--- config.mk ---
export PLATFORM = sky130hd
export DESIGN_NAME = bit_manip_unit
export DESIGN_NICKNAME = d
export VERILOG_FILES = /design/src/rtl/bmu_pkg.sv /design/src/rtl/bmu_mask.sv /design/src/rtl/bmu_addr.sv /design/src/rtl/bmu_mem_seq.sv /design/src/rtl/bit_manip_unit.sv
export SDC_FILE = /design/constraint.sdc
export NUM_CORES = 1
export LEC_CHECK = 0
export ABC_AREA = 0
export CAP_MARGIN = 40
export CORE_UTILIZATION = 35
export DETAILED_ROUTE_END_ITERATION = 8
export DONT_BUFFER_PORTS = 1
export PLACE_DENSITY = 0.59
export SYNTH_ARGS = -nofsm -noshare
export SYNTH_HDL_FRONTEND = slang
export SYNTH_SLANG_ARGS = --single-unit
--- constraint.sdc ---
create_clock -name clk -period 3.4 [get_ports clk]
set_clock_uncertainty 0.2 [all_clocks]
set_input_delay 0.68 -clock clk [delete_from_list [all_inputs] [get_ports clk]]
set_output_delay 0.68 -clock clk [all_outputs]
set_load 0.01 [all_outputs]
--- src/rtl/bmu_pkg.sv ---
// Package: shared opcode and sequencer state types for the bit-manipulation unit.
// Assumes a 2-bit opcode whose upper bit separates memory from register forms.
package bmu_pkg;
    typedef enum logic [1:0] {
        OP_BSET = 2'b00,
        OP_BCLR = 2'b01,
        OP_BTST = 2'b10,
        OP_FCLR = 2'b11
    } bmu_op_e;

    typedef enum logic [2:0] {
        ST_IDLE       = 3'd0,
        ST_READ       = 3'd1,
        ST_WAIT_READ  = 3'd2,
        ST_WRITE      = 3'd3,
        ST_WAIT_WRITE = 3'd4,
        ST_DONE       = 3'd5
    } bmu_state_e;
endpackage

--- src/rtl/bmu_mask.sv ---
// Module: bmu_mask
// Turns a bit index into a one-hot byte mask, numbered from the MSB
// (index 0 -> bit BYTE_W-1). Assumes BYTE_W is a power of two.
module bmu_mask #(
    parameter int BYTE_W = 8,
    localparam int IDX_W = $clog2(BYTE_W)
) (
    input  logic [IDX_W-1:0]  idx,
    output logic [BYTE_W-1:0] mask
);
    // One comparator per mask bit: bit g is chosen by index BYTE_W-1-g.
    for (genvar g = 0; g < BYTE_W; g++) begin : g_bit
        localparam logic [IDX_W-1:0] SEL = IDX_W'(BYTE_W - 1 - g);
        assign mask[g] = (idx == SEL);
    end

    // exactly one bit of the byte is ever selected.
    always_comb begin
        assert_mask_onehot_R1: assert ($countones(mask) == 1 || $isunknown(idx));
    end
endmodule

--- src/rtl/bmu_addr.sv ---
// Module: bmu_addr
// Effective address: base plus sign-extended offset. Pure combinational.
module bmu_addr #(
    parameter int ADDR_W = 32,
    parameter int OFF_W  = 16
) (
    input  logic [ADDR_W-1:0] base,
    input  logic [OFF_W-1:0]  offset,
    output logic [ADDR_W-1:0] addr
);
    logic [ADDR_W-1:0] off_ext;

    // Replicate the offset sign bit up to address width, then add.
    always_comb begin
        off_ext = {{(ADDR_W-OFF_W){offset[OFF_W-1]}}, offset};
        addr    = base + off_ext;
    end
endmodule

--- src/rtl/bmu_mem_seq.sv ---
// Module: bmu_mem_seq
// Read-modify-write sequencer for one byte. It latches address, mask and
// set/clear on go, reads, modifies and writes back, then signals done for
// one cycle. Assumes go is raised only while busy is low, and that mem_rdata
// is valid in the cycle of the read handshake.
module bmu_mem_seq
    import bmu_pkg::*;
#(
    parameter int ADDR_W = 32,
    parameter int BYTE_W = 8
) (
    input  logic              clk,
    input  logic              rst_n,
    input  logic              go,
    input  logic              is_clr,
    input  logic [ADDR_W-1:0] addr_in,
    input  logic [BYTE_W-1:0] mask_in,
    input  logic [BYTE_W-1:0] mem_rdata,
    input  logic              mem_ready,
    output logic              mem_req,
    output logic              mem_we,
    output logic [ADDR_W-1:0] mem_addr,
    output logic [BYTE_W-1:0] mem_wdata,
    output logic              busy,
    output logic              done_mem
);
    bmu_state_e        state, state_nx;
    logic [ADDR_W-1:0] addr_q;
    logic [BYTE_W-1:0] mask_q;
    logic [BYTE_W-1:0] rdata_q;
    logic [BYTE_W-1:0] wdata_q;
    logic              clr_q;
    logic              rd_hs;

    // Next-state selection for the read-modify-write sequence.
    always_comb begin
        state_nx = state;
        unique case (state)
            ST_IDLE:       if (go) state_nx = ST_READ;
            ST_READ:       state_nx = mem_ready ? ST_WRITE : ST_WAIT_READ;
            ST_WAIT_READ:  if (mem_ready) state_nx = ST_WRITE;
            ST_WRITE:      state_nx = mem_ready ? ST_DONE : ST_WAIT_WRITE;
            ST_WAIT_WRITE: if (mem_ready) state_nx = ST_DONE;
            ST_DONE:       state_nx = ST_IDLE;
            default:       state_nx = ST_IDLE;
        endcase
    end

    // Read handshake: any read state with ready high.
    assign rd_hs = mem_ready && (state == ST_READ || state == ST_WAIT_READ);

    // State register with synchronous active-low reset.
    always_ff @(posedge clk) begin
        if (!rst_n) state <= ST_IDLE;
        else        state <= state_nx;
    end

    // Operand capture on acceptance; read data and modified byte on read handshake.
    always_ff @(posedge clk) begin
        if (!rst_n) begin
            addr_q  <= '0;
            mask_q  <= '0;
            clr_q   <= 1'b0;
            rdata_q <= '0;
            wdata_q <= '0;
        end else begin
            if (state == ST_IDLE && go) begin
                addr_q <= addr_in;
                mask_q <= mask_in;
                clr_q  <= is_clr;
            end
            if (rd_hs) begin
                rdata_q <= mem_rdata;
                wdata_q <= clr_q ? (mem_rdata & ~mask_q) : (mem_rdata | mask_q);
            end
        end
    end

    // Port drive decoded from the state register.
    always_comb begin
        mem_req   = (state == ST_READ) || (state == ST_WAIT_READ) ||
                    (state == ST_WRITE) || (state == ST_WAIT_WRITE);
        mem_we    = (state == ST_WRITE) || (state == ST_WAIT_WRITE);
        mem_addr  = addr_q;
        mem_wdata = wdata_q;
        busy      = (state != ST_IDLE);
        done_mem  = (state == ST_DONE);
    end

    // a pending request holds its address and direction until ready.
    assert_req_hold_R7: assert property (@(posedge clk) disable iff (!rst_n)
        (mem_req && !mem_ready) |=> (mem_req && $stable(mem_we) && $stable(mem_addr)));

    // a write always follows a completed read.
    assert_write_after_read_R7: assert property (@(posedge clk) disable iff (!rst_n)
        (mem_req && !mem_we && mem_ready) |=> (mem_req && mem_we));

    // write data differs from the byte read only at the selected bit.
    assert_byte_only_R3: assert property (@(posedge clk) disable iff (!rst_n)
        (mem_req && mem_we) |-> (((mem_wdata ^ rdata_q) & ~mask_q) == '0));

    // the memory completion strobe lasts one cycle.
    assert_done_single_R8: assert property (@(posedge clk) disable iff (!rst_n)
        done_mem |=> !done_mem);
endmodule

--- src/rtl/bit_manip_unit.sv ---
// Module: bit_manip_unit
// Top of the byte bit-manipulation unit. It accepts an operation on start when
// idle, and hands the memory forms to the read-modify-write sequencer. It
// finishes bit test and flag clear in one registered cycle. Assumes operands
// and psw_in are valid in the cycle start is sampled.
module bit_manip_unit
    import bmu_pkg::*;
#(
    parameter int ADDR_W = 32,
    parameter int OFF_W  = 16,
    parameter int BYTE_W = 8,
    parameter int PSW_W  = 16,
    localparam int IDX_W = $clog2(BYTE_W)
) (
    input  logic              clk,
    input  logic              rst_n,
    input  logic              start,
    input  logic [1:0]        opcode,
    input  logic [IDX_W-1:0]  bit_idx,
    input  logic [BYTE_W-1:0] imm8,
    input  logic [ADDR_W-1:0] base,
    input  logic [OFF_W-1:0]  offset,
    input  logic [PSW_W-1:0]  psw_in,
    input  logic [BYTE_W-1:0] mem_rdata,
    input  logic              mem_ready,
    output logic              mem_req,
    output logic              mem_we,
    output logic [ADDR_W-1:0] mem_addr,
    output logic [BYTE_W-1:0] mem_wdata,
    output logic              cond_out,
    output logic              cond_we,
    output logic [PSW_W-1:0]  psw_out,
    output logic              psw_we,
    output logic              done
);
    logic [BYTE_W-1:0] bit_mask;
    logic [ADDR_W-1:0] eff_addr;
    logic              busy;
    logic              done_mem;
    logic              accept;
    logic              go_mem;
    logic              quick_done;
    logic              test_bit;
    logic [PSW_W-1:0]  psw_new;
    bmu_op_e           op;

    assign op = bmu_op_e'(opcode);

    bmu_mask #(.BYTE_W(BYTE_W)) u_mask (
        .idx  (bit_idx),
        .mask (bit_mask)
    );

    bmu_addr #(.ADDR_W(ADDR_W), .OFF_W(OFF_W)) u_addr (
        .base   (base),
        .offset (offset),
        .addr   (eff_addr)
    );

    // Acceptance, bit extraction and status-word masking.
    always_comb begin
        accept   = start && !busy;
        go_mem   = accept && (op == OP_BSET || op == OP_BCLR);
        test_bit = |(base[BYTE_W-1:0] & bit_mask);
        psw_new  = psw_in & {{(PSW_W-BYTE_W){1'b1}}, ~imm8};
    end

    bmu_mem_seq #(.ADDR_W(ADDR_W), .BYTE_W(BYTE_W)) u_seq (
        .clk       (clk),
        .rst_n     (rst_n),
        .go        (go_mem),
        .is_clr    (op == OP_BCLR),
        .addr_in   (eff_addr),
        .mask_in   (bit_mask),
        .mem_rdata (mem_rdata),
        .mem_ready (mem_ready),
        .mem_req   (mem_req),
        .mem_we    (mem_we),
        .mem_addr  (mem_addr),
        .mem_wdata (mem_wdata),
        .busy      (busy),
        .done_mem  (done_mem)
    );

    // Single-cycle results for bit test and flag clear.
    always_ff @(posedge clk) begin
        if (!rst_n) begin
            cond_out   <= 1'b0;
            cond_we    <= 1'b0;
            psw_out    <= '0;
            psw_we     <= 1'b0;
            quick_done <= 1'b0;
        end else begin
            cond_we    <= accept && (op == OP_BTST);
            psw_we     <= accept && (op == OP_FCLR);
            quick_done <= accept && (op == OP_BTST || op == OP_FCLR);
            if (accept && op == OP_BTST) cond_out <= test_bit;
            if (accept && op == OP_FCLR) psw_out  <= psw_new;
        end
    end

    assign done = quick_done | done_mem;

    // the upper status-word bits are copied from the sampled input.
    assert_psw_upper_R6: assert property (@(posedge clk) disable iff (!rst_n)
        psw_we |-> (psw_out[PSW_W-1:BYTE_W] == $past(psw_in[PSW_W-1:BYTE_W])));

    // a start during a memory operation produces no register-form result.
    assert_busy_ignore_R9: assert property (@(posedge clk) disable iff (!rst_n)
        (busy && start) |=> (!cond_we && !psw_we));

    // the two completion sources never coincide.
    assert_done_exclusive_R8: assert property (@(posedge clk) disable iff (!rst_n)
        !(quick_done && done_mem));

    // bit test never issues a memory request in its result cycle.
    assert_test_no_mem_R5: assert property (@(posedge clk) disable iff (!rst_n)
        cond_we |-> !mem_req);
endmodule

==> flow_metrics.tcl <==
set metrics [dict create \
    placementRows 41 \
    grt_first_pass_wirelength_um 18800 \
    grt_usage_pct 18.2 \
    htreeDepth 3 \
    crit_fanout 4 \
    grt_max_degree 46 \
    dieArea_um2 13300 \
    clock.fmax_mhz 352 \
    drtIter0Drc 188 \
    synthesis.area_um2 4510 \
    clkSinkCount 72 \
    die_w_um 116 \
    synth.avg_cell_area_um2 8.16 \
    yosysTopAreaCell "dfxtp_1" \
    die_height_um 116 \
    yosys.area.top_type_share_pct 31.9 \
    drv_cap 0 \
    hold_path_class "in2reg" \
    routedWlPerCell_um 16.6 \
    start_util_pct 35.8 \
    crit_slowest_cell "fa_1" \
    core-area_um2 12600 \
    cts_resized 0 \
    synthArstFlopShare_pct 0 \
    cts_tree "built" \
    synth_edf_count 0 \
    yosysUniqueCellTypes 62 \
    dp_worst_setup_slack_ps 208 \
    clock_path_buffers 2 \
    reg2regPathDepth 7 \
    dr_total_vias 3935 \
    period_needed_ps 2840 \
    drv_slew 0 \
    place.gp.congestion 0.913 \
    status "completed" \
    r2r_start "u_seq.state[0]" \
    synth_fp_nets 674 \
    path_common_cell "o21ai_0" \
    dpl.hpwl_um 9340 \
    synth_warnings 0 \
    critical_path.max_stage_delay_ps 420 \
    path_clk_slew_ps 50 \
    numCtsBuffers 9 \
    drt-total-wl_um 11900 \
    ys_seq_area_share_pct 31.9 \
    final_antenna_net_count 0 \
    worst_pin_slew_ps 604 \
    critical_path_class "in2reg" \
    final_core_util_pct 38.9 \
    min_from "opcode[0]" \
    crit_family "compound AO/OA/AOI/OAI gates" \
    fin_ws_ps 561 \
    grt_overflow 0 \
    fin_crit_sh_pct 83.5 \
    layout-drive-gt1-share_pct 5.88 \
    synth_ff_type "dfxtp_1" \
    cp.required_ps 3450 \
    critPathLaunch "offset[0]" \
    postCtsSetupRepairBufs 0 \
    nets 661 \
    p_per_area_nw_per_um2 544 \
    arrival_ps 2890 \
    worstSkewPairLatency_ps 330 \
    r2r_slack_ps 1070 \
    r2r_end "u_seq.mem_addr[23]" \
    syn_inst 553 \
    fin_setup_tns_ps 0 \
    whs_endpoint "cond_we" \
    synthTopCellsByArea "dfxtp_1 32%, ha_1 8.6%, nand2_1 7.9%" \
    crit_chain "ha_1 -> fa_1 -> a21o_1 -> a221oi_2 -> o21ai_0 -> a41oi_1 -> o21ai_0 -> xnor2_1 -> o21ai_0" \
    critPathBufInv 0 \
    grt_pass1_vias 3767 \
    port_buffers 0 \
    p_leak_nw 1.89 \
    slew_headroom_pct 59.6 \
    ios 151 \
    syn2layout_area_growth_pct 8.74 \
    worstHoldPathCells 1 \
    hold_violations 0 \
    endpoint_kind "flip-flop" \
    setup_viol 0 \
    drc 0 \
    ys_ff_latch 72 \
    vias_per_cell 5.49 \
    nFillCells 1329 \
    grt_setup_unrepaired "no" \
    irDropWorstVdd_mv 0.229 \
    start_kind "primary input" \
    first_pass_iters 5 \
    cts_root_buffer "clkbuf_16" \
    cts_hold_buf 0 \
    antenna_found_initial 1 \
]
==> cell usage in the layout, fill, tap and decap left out, types with 3 or more instances in the layout <==
cell type,n
nand2_1,95
dfxtp_1,72
a21oi_1,48
o21ai_0,35
ha_1,31
nor2_1,26
a21boi_0,21
xnor2_1,16
a21o_1,13
xor2_1,11
mux2i_1,11
nand4_1,10
inv_1,9
clkbuf_16,9
nor3_1,8
o211a_1,8
nand3b_1,8
and3_1,7
nand3_1,7
nor2b_1,7
a31oi_1,6
o21bai_1,5
o211ai_1,5
o21a_1,5
and2_1,5
buf_4,5
nand2b_1,4
o21ai_1,4
or3_1,3
clkinv_2,3
==> report_power, final <==
part	switching, W	leakage [nW]	internal, W
logic	0.000418	1.18	0.000293
clock network	0.000338	0.125	0.000485
registers	0.000159	0.586	0.000975
total	0.000915	1.89	0.00175
==> cells in the mapped netlist, drive strengths merged, types with 6 or more instances <==
cell type	count
nand2	95
dfxtp	72
a21oi	49
o21ai	39
ha	31
nor2	26
clkbuf	23
a21boi	21
xnor2	16
a21o	14
mux2i	11
xor2	11
nand4	10
inv	9
nand3	8
nand3b	8
nor2b	8
nor3	8
o211a	8
and3	7
buf	7
a31oi	6
==> kinds of logic (layout without fill, tap and decap cells) <==
logic type	count (synthesis)	in the layout	synth area share, %
adder cells (fa/ha/maj)	32	32	9.04
multiplexers	13	13	3.44
XOR/XNOR	27	27	5.24
flip-flops	72	72	31.9
buffers and inverters	39	30	3.63
other	0	1	0
AND/OR/NAND/NOR	194	194	20.7
AO/OA/AOI/OAI	176	176	26.0
==> area by class of cell <==
| class | instances | area, µm² | area share, % |
|---|---|---|---|
| Antenna cell | 1 | 2.50 | 0.0510 |
| Clock buffer | 11 | 233 | 4.74 |
| Clock inverter | 4 | 22.5 | 0.459 |
| Inverter | 9 | 33.8 | 0.689 |
| Multi-Input combinational cell | 442 | 2910 | 59.3 |
| Sequential cell | 72 | 1440 | 29.4 |
| Tap cell | 172 | 215 | 4.39 |
| Timing Repair Buffer | 6 | 48.8 | 0.995 |
==> metrics by stage <==
stage / total power [W] / cell area, µm² / hold slack, ps / instances
5_1_grt: 0.00285 / 4910 / 211 / 717
2_1_floorplan: 0.00169 / 4510 / 236 / 553
3_5_place_dp: 0.00187 / 4650 / 259 / 701
3_3_place_gp: 0.00185 / 4640 / 251 / 700
6_report: 0.00267 / 4910 / 221 / 717
4_1_cts: 0.00271 / 4900 / 207 / 716
==> registers in the layout, summed over array words and instances (netlist names) <==
name	flops
psw_we	1
cond_out	1
quick_done	1
u_seq.mask_q	8
psw_out	16
u_seq.clr_q	1
u_seq.mem_wdata	8
u_seq.state	3
u_seq.mem_addr	32
cond_we	1
==> worst max path at each step <==
| stage | cells past startpoint | slack, ps | endpoint |
|---|---|---|---|
| after CTS | 9 | 560 | u_seq.mem_addr[30] |
| after floorplan | 9 | 520 | u_seq.mem_addr[30] |
| after detailed placement | 9 | 210 | u_seq.mem_addr[16] |
| final | 9 | 560 | u_seq.mem_addr[16] |
| after global routing | 9 | 430 | u_seq.mem_addr[16] |
| after global placement | 9 | 260 | u_seq.mem_addr[30] |
==> worst reg2reg max path, delay by kind of cell (launching register included) <==
| kind | cells | cell delay, ps |
|---|---|---|
| AOI/OAI and AO/OA | 1 | 290 |
| buffers and inverters | 2 | 400 |
| and+or+nand+nor | 4 | 960 |
| DFF | 1 | 370 |
==> layer usage <==
| layer | vias to the layer above | global-route usage [%] | wire, µm | part of all wire (%) |
|---|---|---|---|---|
| met4 | 0 | 7.01 | 171 | 1.4 |
| met5 | - | 0 | 0 | 0 |
| li1 | 1975 | - | - | - |
| met2 | 159 | 31.3 | 5750 | 48 |
| met1 | 1791 | 20.9 | 4830 | 41 |
| met3 | 10 | 6.12 | 1150 | 9.7 |
Power figures use the tool's default switching activity.
